`src/rtl/gt_pkg.sv`:
```
package gt_pkg;

    localparam int BUS_W = 32;
    localparam int PS_W  = 8;

    // control field, stored as word bits 8:1 in this order
    typedef struct packed {
        logic       up;
        logic       en;
        logic       periodic;
        logic       wd_en;
        logic       sec_clr;
        logic [1:0] presc;
        logic       irq_opt;
    } ctrl_t;

    typedef enum logic [1:0] {
        REG_LOAD  = 2'd0,
        REG_VALUE = 2'd1,
        REG_CTRL  = 2'd2,
        REG_CLEAR = 2'd3
    } reg_sel_e;

    function automatic logic [PS_W:0] presc_div(input logic [1:0] code);
        case (code)
            2'b01:   presc_div = (PS_W+1)'(16);
            2'b10:   presc_div = (PS_W+1)'(256);
            default: presc_div = (PS_W+1)'(1);
        endcase
    endfunction

endpackage

```
`src/rtl/gt_prescaler.sv`:
```
module gt_prescaler
    import gt_pkg::*;
(
    input  logic       clk,
    input  logic       rst,
    input  logic       tick_i,
    input  logic       active_i,
    input  logic       restart_i,
    input  logic [1:0] code_i,
    output logic       step_o
);
    logic [PS_W-1:0] cnt_q;
    logic [PS_W:0]   div_w;
    logic [PS_W-1:0] last_w;

    assign div_w  = presc_div(code_i);
    assign last_w = PS_W'(div_w - (PS_W+1)'(1));
    assign step_o = tick_i && active_i && !restart_i && (cnt_q == last_w);

    always_ff @(posedge clk) begin
        if (rst || restart_i) begin
            cnt_q <= '0;
        end else if (tick_i && active_i) begin
            cnt_q <= (cnt_q == last_w) ? '0 : cnt_q + PS_W'(1);
        end
    end


    phase_wrap_chk: assert property (@(posedge clk) disable iff (rst)
        step_o |=> (cnt_q == '0));

endmodule

```
`src/rtl/gt_counter.sv`:
```
module gt_counter #(
    parameter int W = 16
) (
    input  logic         clk,
    input  logic         rst,
    input  logic         step_i,
    input  logic         load_i,
    input  logic [W-1:0] load_val_i,
    input  logic         up_i,
    input  logic         periodic_i,
    output logic [W-1:0] val_o,
    output logic         wrap_o
);
    logic [W-1:0] val_q;
    logic [W-1:0] term_w;

    assign term_w = up_i ? '1 : '0;
    assign wrap_o = step_i && !load_i && (val_q == term_w);
    assign val_o  = val_q;

    always_ff @(posedge clk) begin
        if (rst) begin
            val_q <= '1;
        end else if (load_i) begin
            val_q <= load_val_i;
        end else if (step_i) begin
            if (val_q == term_w) begin
                val_q <= periodic_i ? load_val_i : (up_i ? '0 : '1);
            end else begin
                val_q <= up_i ? val_q + W'(1) : val_q - W'(1);
            end
        end
    end


    down_step_chk: assert property (@(posedge clk) disable iff (rst)
        (step_i && !load_i && !up_i && val_q != '0) |=> (val_q == W'($past(val_q) - W'(1))));


    periodic_reload_chk: assert property (@(posedge clk) disable iff (rst)
        (wrap_o && periodic_i) |=> (val_q == $past(load_val_i)));

endmodule

```
`src/rtl/gt_timer.sv`:
```
module gt_timer
    import gt_pkg::*;
#(
    parameter int CNT_W = 16
) (
    input  logic             clk,
    input  logic             rst,
    input  logic             tick_i,
    input  logic             bus_wr_i,
    input  logic [3:0]       bus_addr_i,
    input  logic [BUS_W-1:0] bus_wdata_i,
    output logic [BUS_W-1:0] bus_rdata_o,
    output logic             irq_o,
    output logic             wd_rst_o
);
    localparam int CTRL_W = $bits(ctrl_t);

    reg_sel_e         sel_w;
    ctrl_t            ctrl_q, ctrl_new_w;
    logic [CNT_W-1:0] load_q, load_src_w, val_w;
    logic             locked_w, wr_load_w, wr_ctrl_w, wr_clr_w;
    logic             act_q_w, act_new_w, ps_restart_w, cnt_load_w;
    logic             step_w, wrap_w, irq_q, wd_rst_q;
    logic             unused_bits;

    assign unused_bits = ^{bus_wdata_i[BUS_W-1:CNT_W], bus_addr_i[1:0]};

    assign sel_w      = reg_sel_e'(bus_addr_i[3:2]);
    assign locked_w   = ctrl_q.wd_en;
    assign ctrl_new_w = ctrl_t'(bus_wdata_i[CTRL_W:1]);
    assign wr_load_w  = bus_wr_i && sel_w == REG_LOAD && !locked_w;
    assign wr_ctrl_w  = bus_wr_i && sel_w == REG_CTRL && !locked_w;
    assign wr_clr_w   = bus_wr_i && sel_w == REG_CLEAR;

    assign act_q_w    = ctrl_q.en || ctrl_q.wd_en;
    assign act_new_w  = ctrl_new_w.en || ctrl_new_w.wd_en;
    assign ps_restart_w = (wr_ctrl_w && (ctrl_new_w.presc != ctrl_q.presc || act_new_w != act_q_w))
                        || (wr_clr_w && locked_w);
    assign cnt_load_w = wr_load_w || (wr_ctrl_w && ctrl_new_w.wd_en) || (wr_clr_w && locked_w);
    assign load_src_w = wr_load_w ? bus_wdata_i[CNT_W-1:0] : load_q;

    gt_prescaler u_ps (
        .clk      (clk),
        .rst      (rst),
        .tick_i   (tick_i),
        .active_i (act_q_w),
        .restart_i(ps_restart_w),
        .code_i   (ctrl_q.presc),
        .step_o   (step_w)
    );

    gt_counter #(.W(CNT_W)) u_cnt (
        .clk       (clk),
        .rst       (rst),
        .step_i    (step_w),
        .load_i    (cnt_load_w),
        .load_val_i(load_src_w),
        .up_i      (ctrl_q.up && !locked_w),
        .periodic_i(ctrl_q.periodic || locked_w),
        .val_o     (val_w),
        .wrap_o    (wrap_w)
    );

    always_ff @(posedge clk) begin
        if (rst) begin
            load_q   <= '0;
            ctrl_q   <= '0;
            irq_q    <= 1'b0;
            wd_rst_q <= 1'b0;
        end else begin
            if (wr_load_w) load_q <= bus_wdata_i[CNT_W-1:0];
            if (wr_ctrl_w) ctrl_q <= ctrl_new_w;
            if (wrap_w && (!locked_w || ctrl_q.irq_opt)) irq_q <= 1'b1;
            else if (wr_clr_w)                            irq_q <= 1'b0;
            wd_rst_q <= wrap_w && locked_w && !ctrl_q.irq_opt;
        end
    end

    always_comb begin
        case (sel_w)
            REG_LOAD:  bus_rdata_o = BUS_W'(load_q);
            REG_VALUE: bus_rdata_o = BUS_W'(val_w);
            REG_CTRL:  bus_rdata_o = BUS_W'({ctrl_q, 1'b0});
            default:   bus_rdata_o = '0;
        endcase
    end

    assign irq_o    = irq_q;
    assign wd_rst_o = wd_rst_q;


    lock_hold_chk: assert property (@(posedge clk) disable iff (rst)
        ctrl_q.wd_en |=> ($stable(load_q) && $stable(ctrl_q)));


    rst_pulse_chk: assert property (@(posedge clk) disable iff (rst)
        wd_rst_o |=> !wd_rst_o);


    rst_option_chk: assert property (@(posedge clk) disable iff (rst)
        wd_rst_o |-> (ctrl_q.wd_en && !ctrl_q.irq_opt));


    wd_service_chk: assert property (@(posedge clk) disable iff (rst)
        (wr_clr_w && ctrl_q.wd_en) |=> (val_w == $past(load_q)));


    irq_hold_chk: assert property (@(posedge clk) disable iff (rst)
        (irq_o && !wr_clr_w) |=> irq_o);

endmodule

```
`config.mk`:
```
export PLATFORM = sky130hd
export DESIGN_NAME = gt_timer
export DESIGN_NICKNAME = d
export VERILOG_FILES = /design/src/rtl/gt_pkg.sv /design/src/rtl/gt_prescaler.sv /design/src/rtl/gt_counter.sv /design/src/rtl/gt_timer.sv
export SDC_FILE = /design/constraint.sdc
export NUM_CORES = 1
export LEC_CHECK = 0
export ABC_AREA = 1
export BUFFER_PORTS_ARGS = -buffer_cell sky130_fd_sc_hd__buf_4
export CORE_UTILIZATION = 30
export DETAILED_ROUTE_END_ITERATION = 12
export HOLD_SLACK_MARGIN = 0.15
export SYNTH_ARGS = -nofsm -noshare
export SYNTH_HDL_FRONTEND = slang
export SYNTH_SLANG_ARGS = --single-unit
```
`constraint.sdc`:
```
create_clock -name clk -period 2.5 [get_ports clk]
set_input_delay 0.25 -clock clk [delete_from_list [all_inputs] [get_ports clk]]
set_output_delay 0.25 -clock clk [all_outputs]
set_load 0.01 [all_outputs]
```
==> impl_metrics.yaml, run 1 <==
run_status:
  outcome: "completed"
clock_tree:
  path_clk_slew_ns: 0.07
  clk_path_buf_depth: 2
  tritoncts: "yes"
  root_buffer: "sky130_fd_sc_hd__clkbuf_16"
  cts_post_setup_buffers_inserted: 0
  number_of_buffers_created_by_cts: 5
  cts_htree_levels: 2
  clk_latency_ns: 0.30
  clock-sinks: 50
yosys:
  synth_area_leaders: "sky130_fd_sc_hd__dfxtp_1, sky130_fd_sc_hd__nand2_1, sky130_fd_sc_hd__nand3_1, sky130_fd_sc_hd__inv_1, sky130_fd_sc_hd__nor2_1"
  portion_of_netlist_area_occupied_by_mux_cells_pct: 0
  synth-edff-count: 0
  synthesis.area_um2: 4040
  synth-main-ff-cell: "sky130_fd_sc_hd__dfxtp_1"
  netlist_instances: 662
  synth_simple_gate_area_share_pct: 39.8
  synth_compound_area_share_pct: 12.2
  synth_top_family_by_area: "simple AND/OR/NAND/NOR gates"
  post_synthesis_share_of_cell_area_spent_on_xor_and_xnor_gates_pct: 2.17
  ys_ff_latch: 50
  synthDistinctLibCells: 38
  synth_warnings: 0
  asyncSetResetFlopFracSynth_pct: 0
  avgSynthCellArea_um2: 6.10
  synth_seq_area_share_pct: 24.8
  proportion_of_netlist_area_held_by_the_largest_area_contributor_pct: 24.8
  synthAdderAreaFrac_pct: 5.77
  post-synth-top-area-cell: "sky130_fd_sc_hd__dfxtp_1"
die:
  dieArea_um2: 13900
  die_h_um: 118
  row_count: 42
  floorplan.core_area_um2: 13200
  die_w_um: 118
  initial_core_util_pct: 30.6
  design.portCount: 74
power:
  switching_share_pct: 35.6
  sequentialPowerShare_pct: 36.9
  overall_power_after_layout_w: 0.00239
  static-leakage-power_nw: 2.36
  power_frac_clock_pct: 31.1
  intPower_w: 0.00154
  switchingPower_w: 0.000851
  vdd_drop_max_uv: 298
  comb_pwr_share_pct: 32.1
  powerDensity_nw_per_um2: 511
sta:
  worst_clock_skew_ns: 0.00517
  worst_slack_ns: 0.310
  fin_crit_sh_pct: 87.6
  tns_ns: 0
  slew_headroom_pct: 58.3
  clock.fmax_ghz: 0.457
  number_of_max_slew_violations_in_the_final_report: 0
  rsz0062_at_grt: "false"
  final_hold_viol_count: 0
  max_slew.worst_pin.slew_ns: 0.625
  fin_crit_ns: 2.19
  finalSetupViolations: 0
critical_path:
  data_required_critical_path_ns: 2.75
  worstPathArrival_ns: 2.44
  timing.setup.critical_path_class: "register to register"
  critPathCaptureType: "register"
  timing.critical_path.fanout_max: 16
  cp-start-kind: "register"
global_routing:
  grt_antenna_before_repair: 0
  via_count_of_the_first_global_routing_pass: 3802
  grt.overflow.total: 0
  grt_util_all_layers_pct: 17.0
  grt_first_pass_wirelength_mm: 18.9
  grt_start_max_net_pins: 37
min_path:
  hold_path_class: "input pin to register"
finish:
  area_delta_synth_final_pct: 15.9
  finish.net_count: 763
  final_layout_size_suffix_gt1_share_pct: 14.0
  insertedDiodeCount: 0
flow_run:
  maxCapViolations: 0
routing:
  detail_route.iter0.violations: 337
  via_count: 4242
  detail_route.wl_per_cell_um: 13.0
  post_drt_via_cell_ratio: 4.81
  wl_mm: 11.5
  drt_drc_violations_left: 0
  postRouteAntennaNets: 0
  drt-pass1-iter-count: 5
place:
  numPortBuffers: 39
  gpl.final_weighted_congestion: 0.895
  preCtsSetupSlack_ns: 0.138
  dp.final_hpwl_mm: 8.75
## cell type report
| class | count | area (µm²) |
|---|---|---|
| Tap cell | 176 | 220 |
| Fill cell | 1492 | 8510 |
| Clock inverter | 2 | 16.3 |
| Clock buffer | 6 | 139 |
| Multi-Input combinational cell | 492 | 2480 |
| Inverter | 99 | 374 |
| Sequential cell | 50 | 1000 |
| Timing Repair Buffer | 57 | 440 |
## registers in the layout, summed over array words and instances, names as in the netlist
name         cells
u_cnt.val_o     16
ctrl_q           7
wd_rst_o         1
locked_w         1
irq_o            1
u_ps.cnt_q       8
load_q          16
## cell usage in the layout (no fill, tap or decap), types with 2 or more instances in the layout
cell,count
sky130_fd_sc_hd__buf_4,56
sky130_fd_sc_hd__o22ai_1,2
sky130_fd_sc_hd__o221ai_1,7
sky130_fd_sc_hd__nand3_4,2
sky130_fd_sc_hd__dfxtp_1,50
sky130_fd_sc_hd__xnor2_1,2
sky130_fd_sc_hd__o21ai_0,33
sky130_fd_sc_hd__conb_1,16
sky130_fd_sc_hd__nand4_1,6
sky130_fd_sc_hd__o21ai_1,8
sky130_fd_sc_hd__ha_1,16
sky130_fd_sc_hd__nand2_4,4
sky130_fd_sc_hd__nor2_4,3
sky130_fd_sc_hd__o21ai_2,2
sky130_fd_sc_hd__or2_2,2
sky130_fd_sc_hd__xor2_1,8
sky130_fd_sc_hd__and2_1,2
sky130_fd_sc_hd__a21oi_1,25
sky130_fd_sc_hd__nand2_1,158
sky130_fd_sc_hd__clkbuf_16,5
sky130_fd_sc_hd__nor2_2,3
sky130_fd_sc_hd__inv_2,7
sky130_fd_sc_hd__nand3_1,84
sky130_fd_sc_hd__nand2_2,8
sky130_fd_sc_hd__a31oi_1,6
sky130_fd_sc_hd__nor3_1,4
sky130_fd_sc_hd__nor2_1,81
sky130_fd_sc_hd__nand3b_1,3
sky130_fd_sc_hd__inv_1,91
## timing repair
item / 4_1_cts / 5_1_grt
resized for setup: 0 / 3
setup endpoints to repair: 0 / 11
hold buffers: 0 / 0
## per-layer routing
metal  vias up  GRT usage (%)  wire length [µm]
met3        17           2.71               610
met1      1930           23.0              5610
li1       2173              -                 -
met4         0           5.69               191
met5         -              0                 0
met2       122           27.2              5090
## kinds of logic after synthesis
logic type | after synthesis
adders and majority gates | 18
AOI/OAI and AO/OA | 87
and+or+nand+nor | 361
xor gates and xnor gates | 10
other | 1
DFF | 50
buffers and inverters | 135
## power groups by stage
stage / clock network (W) / logic [W] / registers (W)
after detailed placement: 0 / 0.000756 / 0.000899
after CTS: 0.000764 / 0.000762 / 0.000879
final: 0.000742 / 0.000766 / 0.000880
after global placement: 0 / 0.000751 / 0.000898
after floorplan: 0 / 0.000555 / 0.000889
after global routing: 0.000799 / 0.000870 / 0.000886
## final timing paths
kind	start	depth (start not counted)	end	slack [ns]
setup / recovery	locked_w	12	u_cnt.val_o[9]	0.31
hold / removal	bus_wdata_i[10]	3	load_q[10]	0.22
setup reg to reg	locked_w	12	u_cnt.val_o[9]	0.31
hold reg to reg	irq_o	2	irq_o	0.49
## critical path, cell delays in order, from the launching register on
cell and delay [ns]:
sky130_fd_sc_hd__dfxtp_1 0.32, sky130_fd_sc_hd__inv_2 0.11, sky130_fd_sc_hd__nand2_4 0.17, sky130_fd_sc_hd__ha_1 0.46, sky130_fd_sc_hd__nand3_1 0.11, sky130_fd_sc_hd__nor2_1 0.14
sky130_fd_sc_hd__inv_1 0.05, sky130_fd_sc_hd__nor2_1 0.15, sky130_fd_sc_hd__nand2_2 0.13, sky130_fd_sc_hd__buf_4 0.21, sky130_fd_sc_hd__nand3_1 0.10, sky130_fd_sc_hd__nand3_1 0.10
sky130_fd_sc_hd__nand2_1 0.08
## cells in the mapped netlist, drive strengths merged, types with 2 or more instances
master,count
nand2,170
inv,99
nor2,87
nand3,86
dfxtp,50
o21ai,43
a21oi,26
buf,26
ha,17
clkbuf,10
xor2,8
o221ai,7
a31oi,6
nand4,6
nor3,4
nand3b,3
and2,2
o22ai,2
or2,2
xnor2,2
## per-stage QoR
stage | hold WS, ns | util [%] | instance area, µm² | std cells
5_1_grt | 0.221 | 35.4 | 4680 | 882
2_1_floorplan | 0.399 | - | 4090 | 677
3_5_place_dp | 0.476 | 34.2 | 4510 | 874
6_report | 0.216 | 35.4 | 4680 | 882
4_1_cts | 0.217 | 35.4 | 4670 | 882
3_3_place_gp | 0.464 | 34.2 | 4510 | 874
No activity file was read; power rests on OpenSTA's default activity.
==> run 2, diff against run 1 <==
Settings changed: PLACE_DENSITY set to 0.56.
==> run 2 against run 1 <==
Fmax shrank 2.7%; register-to-register slack lost 0.06 ns; clock power is essentially flat; utilization grew 0.51 points; power grew 1.3%; global-route usage grew 0.50 points; setup slack lost 0.061 ns.
==> impl_metrics.yaml, run 2 (synthesis results as in run 1) <==
run_status:
  outcome: "completed"
global_routing:
  grt_antenna_before_repair: 0
  grt.overflow.total: 0
  via_count_of_the_first_global_routing_pass: 3929
  grt_first_pass_wirelength_mm: 19.7
  grt_start_max_net_pins: 37
  grt_util_all_layers_pct: 17.5
critical_path:
  cp_slowest_cell: "sky130_fd_sc_hd__ha_2"
  timing.critical_path.fanout_max: 16
  cpPeakStageDelay_ns: 0.44
  critical_path.reg2reg.startpoint: "locked_w"
  data_required_critical_path_ns: 2.69
  timing.setup.critical_path_class: "register to register"
  worstPathArrival_ns: 2.45
  worst-r2r-cell-count: 12
  register_to_register_setup_slack_ns: 0.25
  critPathCaptureType: "register"
  crit_chain: "inv_2 > nand2_4 > ha_2 > nand3_1 > nor2_1 > inv_1 > nor2_1 > nand2_2 > nor2_4 > o21ai_0 > nand3_1 > nand2_1"
  cp-start-kind: "register"
  crit_reg_reg_endpoint: "u_cnt.val_o[9]"
sta:
  worst_slack_ns: 0.249
  fin_crit_sh_pct: 90.0
  finalSetupViolations: 0
  tns_ns: 0
  final_hold_viol_count: 0
  worst_clock_skew_ns: 0.00622
  fin_crit_ns: 2.25
  rsz0062_at_grt: "false"
  number_of_max_slew_violations_in_the_final_report: 0
  clock.fmax_ghz: 0.444
min_path:
  hold_path_class: "input pin to register"
  whs_path_depth: 3
  hold_path_end: "load_q[10]"
  min_from: "bus_wdata_i[10]"
clock_tree:
  ctsHoldBuffers: 0
  cts_post_setup_buffers_inserted: 0
  path_clk_slew_ns: 0.07
  clock-sinks: 50
  cts-resized-gates: 0
  clk_path_buf_depth: 2
  root_buffer: "sky130_fd_sc_hd__clkbuf_16"
  cts_htree_levels: 2
  number_of_buffers_created_by_cts: 5
  tritoncts: "yes"
  clk_latency_ns: 0.30
power:
  powerDensity_nw_per_um2: 510
  overall_power_after_layout_w: 0.00242
  static-leakage-power_nw: 2.40
  vdd_drop_max_uv: 281
finish:
  area_delta_synth_final_pct: 17.6
  finish.net_count: 772
  layout_common_cells: "sky130_fd_sc_hd__nand2_1, sky130_fd_sc_hd__inv_1, sky130_fd_sc_hd__nand3_1, sky130_fd_sc_hd__nor2_1, sky130_fd_sc_hd__buf_4"
  insertedDiodeCount: 0
  fin_util_pct: 36.0
  final_layout_size_suffix_gt1_share_pct: 15.2
  postLayoutCellArea_um2: 4740
  layout_commonest_cell: "sky130_fd_sc_hd__nand2_1"
routing:
  detail_route.iter0.violations: 290
  drt_drc_violations_left: 0
  detail_route.wl_per_cell_um: 13.2
  postRouteAntennaNets: 0
  via_count: 4184
  wl_mm: 11.8
  post_drt_via_cell_ratio: 4.70
  drt-pass1-iter-count: 5
die:
  dieArea_um2: 13900
  row_count: 42
  die_w_um: 118
  initial_core_util_pct: 30.6
  floorplan.core_area_um2: 13200
  design.portCount: 74
  die_h_um: 118
place:
  gpl.final_weighted_congestion: 0.930
  dp.final_hpwl_mm: 9.21
  numPortBuffers: 39
  preCtsSetupSlack_ns: 0.0990
  area_of_placed_instances_um2: 4570
flow_run:
  maxCapViolations: 0
run 2: changes by cell type in the layout (fill, tap and decap cells not counted), sizes merged:
| cell | before | now |
|---|---|---|
| buf | 57 | 66 |
run 2: worst max path at each step:
stage                         from         endpoint  cells past startpoint
after floorplan           locked_w  u_cnt.val_o[14]                     12
after global placement    locked_w   u_cnt.val_o[9]                     12
final                     locked_w   u_cnt.val_o[9]                     12
after detailed placement  locked_w   u_cnt.val_o[8]                     12
after global routing      locked_w   u_cnt.val_o[5]                     12
after CTS                 locked_w   u_cnt.val_o[8]                     12
run 2: routing by layer:
metal,vias up,track usage [%],routed length (µm)
met4,0,3.77,127
met2,100,29.5,5470
met1,1879,23.1,5640
li1,2196,-,-
met5,-,0,0
met3,9,3.00,517
run 2: metrics by stage:
| stage | hold slack, ns | instances |
|---|---|---|
| final | 0.207 | 891 |
| after global routing | 0.230 | 891 |
| after CTS | 0.211 | 891 |
| after detailed placement | 0.467 | 883 |
| after global placement | 0.464 | 883 |
| after floorplan | 0.399 | 677 |
run 2: area by class of cell:
type,count,area (µm²)
fillers,1483,8450
clock inverters,2,16.3
clock buffers,6,139
inverters,99,374
well taps,176,220
flip-flops and latches,50,1000
multi-input cells,492,2500
repair buffers,66,495
run 2: where the power goes:
part           internal [W]  switching, W  total [W]
combinational      0.000313      0.000483   0.000796
clock              0.000403      0.000339   0.000742
sequential         0.000846     0.0000360   0.000882
run 2: worst max-delay path: cells and delay by family (launching register included):
| kind | cells | cell delay (ns) |
|---|---|---|
| AO/OA/AOI/OAI | 1 | 0.11 |
| adder cells (fa/ha/maj) | 1 | 0.44 |
| buffers and inverters | 2 | 0.16 |
| flip-flops | 1 | 0.32 |
| AND/OR/NAND/NOR | 8 | 1.10 |
==> run 3, diff against run 2 <==
Settings changed: ABC_AREA 1 to 0, PLACE_DENSITY 0.56 to 0.57.
==> run 3 against run 2 <==
Area after synthesis decreased by 8.6%; via count decreased by 12%; power decreased by 8.9%; combinational power decreased by 19%; fmax decreased by 7.5%; clock-buffer cell count unchanged; critical path type unchanged; critical endpoint is now u_cnt.val_o[10]; largest power group unchanged.
==> impl_metrics.yaml, run 3 <==
die:
  design.portCount: 74
  dieArea_um2: 12700
  die_h_um: 113
  row_count: 40
  floorplan.core_area_um2: 12000
  initial_core_util_pct: 30.7
  die_w_um: 113
sta:
  number_of_max_slew_violations_in_the_final_report: 0
  max_slew.worst_pin.slew_ns: 0.755
  worst_slack_ns: 0.0667
  slew_headroom_pct: 49.7
  worst_clock_skew_ns: 0.00605
  timing.hold.ws_ns: 0.205
  fin_crit_sh_pct: 97.3
  finalSetupViolations: 0
  fin_crit_ns: 2.43
  clock.fmax_ghz: 0.411
  final_hold_viol_count: 0
critical_path:
  cp_slowest_cell: "sky130_fd_sc_hd__or4_4"
  cp-start-kind: "register"
  data_required_critical_path_ns: 2.74
  timing.critical_path.fanout_max: 3
  worstPathArrival_ns: 2.68
  cpPeakStageDelay_ns: 0.54
  worst-r2r-cell-count: 7
  timing.setup.critical_path_class: "register to register"
  crit_chain: "buf_4 > or4_4 > a211oi_4 > o21ai_2 > or3_4 > or4_1 > nand2_1"
  critPathCaptureType: "register"
  cp.depth: 7
  critical_path.n_buffers_inverters: 1
  timing.critical_path.max_delay_family: "simple AND/OR/NAND/NOR gates"
routing:
  drt-pass1-iter-count: 5
  post_drt_via_cell_ratio: 5.37
  drt_drc_violations_left: 0
  via_count: 3677
  detail_route.iter0.violations: 277
  postRouteAntennaNets: 0
  wl_mm: 11.3
  detail_route.wl_per_cell_um: 16.5
yosys:
  ys_ff_latch: 50
  synth_area_leaders: "sky130_fd_sc_hd__dfxtp_1, sky130_fd_sc_hd__mux2i_1, sky130_fd_sc_hd__ha_1, sky130_fd_sc_hd__nor2_1, sky130_fd_sc_hd__a21oi_1"
  proportion_of_netlist_area_held_by_the_largest_area_contributor_pct: 27.1
  yosysMostFrequentCell: "sky130_fd_sc_hd__nor2_1"
  asyncSetResetFlopFracSynth_pct: 0
  synth-edff-count: 0
  synth_warnings: 0
  synth_seq_area_share_pct: 27.1
  synthDistinctLibCells: 56
  netlist_instances: 480
  synthTopCellsByCount: "sky130_fd_sc_hd__nor2_1, sky130_fd_sc_hd__dfxtp_1, sky130_fd_sc_hd__nand2_1, sky130_fd_sc_hd__a21oi_1"
  synthesis.area_um2: 3690
  post-synth-top-area-cell: "sky130_fd_sc_hd__dfxtp_1"
  synth-main-ff-cell: "sky130_fd_sc_hd__dfxtp_1"
  avgSynthCellArea_um2: 7.68
place:
  dp.final_hpwl_mm: 8.27
  numPortBuffers: 39
  preCtsSetupSlack_ns: 0.0000309
  gpl.final_weighted_congestion: 0.887
clock_tree:
  number_of_buffers_created_by_cts: 5
  clk_latency_ns: 0.30
  path_clk_slew_ns: 0.07
  clock-sinks: 50
  tritoncts: "yes"
  cts_htree_levels: 2
  clk_path_buf_depth: 2
  root_buffer: "sky130_fd_sc_hd__clkbuf_16"
power:
  vdd_drop_max_uv: 224
  static-leakage-power_nw: 1.85
  powerDensity_nw_per_um2: 478
global_routing:
  via_count_of_the_first_global_routing_pass: 3471
  grt_first_pass_wirelength_mm: 18.0
  grt_util_all_layers_pct: 17.8
  grt_start_max_net_pins: 47
  grt_antenna_before_repair: 0
  grt.overflow.total: 0
finish:
  nFillCells: 1247
  final_layout_size_suffix_gt1_share_pct: 23.4
  insertedDiodeCount: 0
  finish.net_count: 596
  layout_commonest_cell: "sky130_fd_sc_hd__buf_4"
  footprint_of_the_multi_input_gates_um2: 2640
  layout_common_cells: "sky130_fd_sc_hd__buf_4, sky130_fd_sc_hd__nor2_1, sky130_fd_sc_hd__dfxtp_1, sky130_fd_sc_hd__nand2_1, sky130_fd_sc_hd__a21oi_1"
  sequential_cell_area_um2: 1000
  area_delta_synth_final_pct: 25.1
flow_run:
  maxCapViolations: 0
run_status:
  outcome: "completed"
min_path:
  hold_path_class: "input pin to register"
  whs_path_depth: 3
==> run 3: cell count changes in the layout (fill, tap and decap cells not counted), sizes merged, moves of 7 or more <==
cell / delta
nand2: -126
inv: -91
nand3: -77
mux2i: +32
nor2: -32
a211oi: +18
buf: +15
nor3: +11
o21ai: -11
a21oi: +8
and3: +8
nand2b: +8
nor2b: +7
==> run 3: worst min-delay path: stages <==
cell and delay (ns):
sky130_fd_sc_hd__buf_4 0.11, sky130_fd_sc_hd__nand2_1 0.05, sky130_fd_sc_hd__a21oi_1 0.05
==> run 3: final timing paths <==
| kind | end | slack (ns) | startpoint |
|---|---|---|---|
| max | u_cnt.val_o[10] | 0.07 | locked_w |
| min | ctrl_q[3] | 0.21 | bus_wdata_i[4] |
| max reg2reg | u_cnt.val_o[10] | 0.07 | locked_w |
| min reg2reg | ctrl_q[1] | 0.48 | ctrl_q[1] |
==> run 3: final cells by class <==
| type | count | share of cell area [%] |
|---|---|---|
| inverters | 9 | 0.732 |
| clock inverters | 1 | 0.163 |
| clock buffers | 6 | 2.79 |
| repair buffers | 81 | 13.3 |
| multi-input cells | 391 | 57.3 |
| flip-flops and latches | 50 | 21.8 |
| well taps | 147 | 3.99 |
==> run 3: layer usage <==
layer  up-vias  global-route usage (%)  part of all wire (%)
met3        18                    2.14                   5.2
li1       1809                       -                     -
met5         -                       0                     0
met2       107                    30.5                    49
met4         0                    5.96                   2.3
met1      1743                    23.1                    44
==> run 3: cells by family after synthesis <==
group,synth area share [%]
xor+xnor,3.80
mux,9.63
simple gates,23.9
other cells,0.102
fa+ha+maj,6.31
compound gates,21.7
flops,27.1
buf+inv,7.33
==> run 3: where the power goes <==
group	total [W]	switching (W)	leakage, nW	internal [W]
Combinational	0.000643	0.000348	1.38	0.000295
Clock	0.000688	0.000321	0.0629	0.000367
Sequential	0.000875	0.0000402	0.410	0.000834
==> run 3: per-stage QoR <==
stage | instances | utilization, % | total power, W | cell area [µm²] | TNS (ns)
after floorplan | 495 | - | 0.00130 | 3820 | -0.855
after global placement | 676 | 36.1 | 0.00148 | 4330 | 0
after detailed placement | 676 | 36.1 | 0.00149 | 4330 | 0
after CTS | 684 | 37.5 | 0.00218 | 4510 | -0.0357
after global routing | 685 | 38.4 | 0.00230 | 4610 | -0.0467
final | 685 | 38.4 | 0.00221 | 4610 | 0
==> run 3: what timing repair did <==
action | CTS | global route
pin swaps | 0 | 3
gates cloned | 1 | 0
endpoints found under the setup margin | 4 | 17
resized for setup | 3 | 21
setup buffers | 0 | 1
hold buffers | 0 | 0
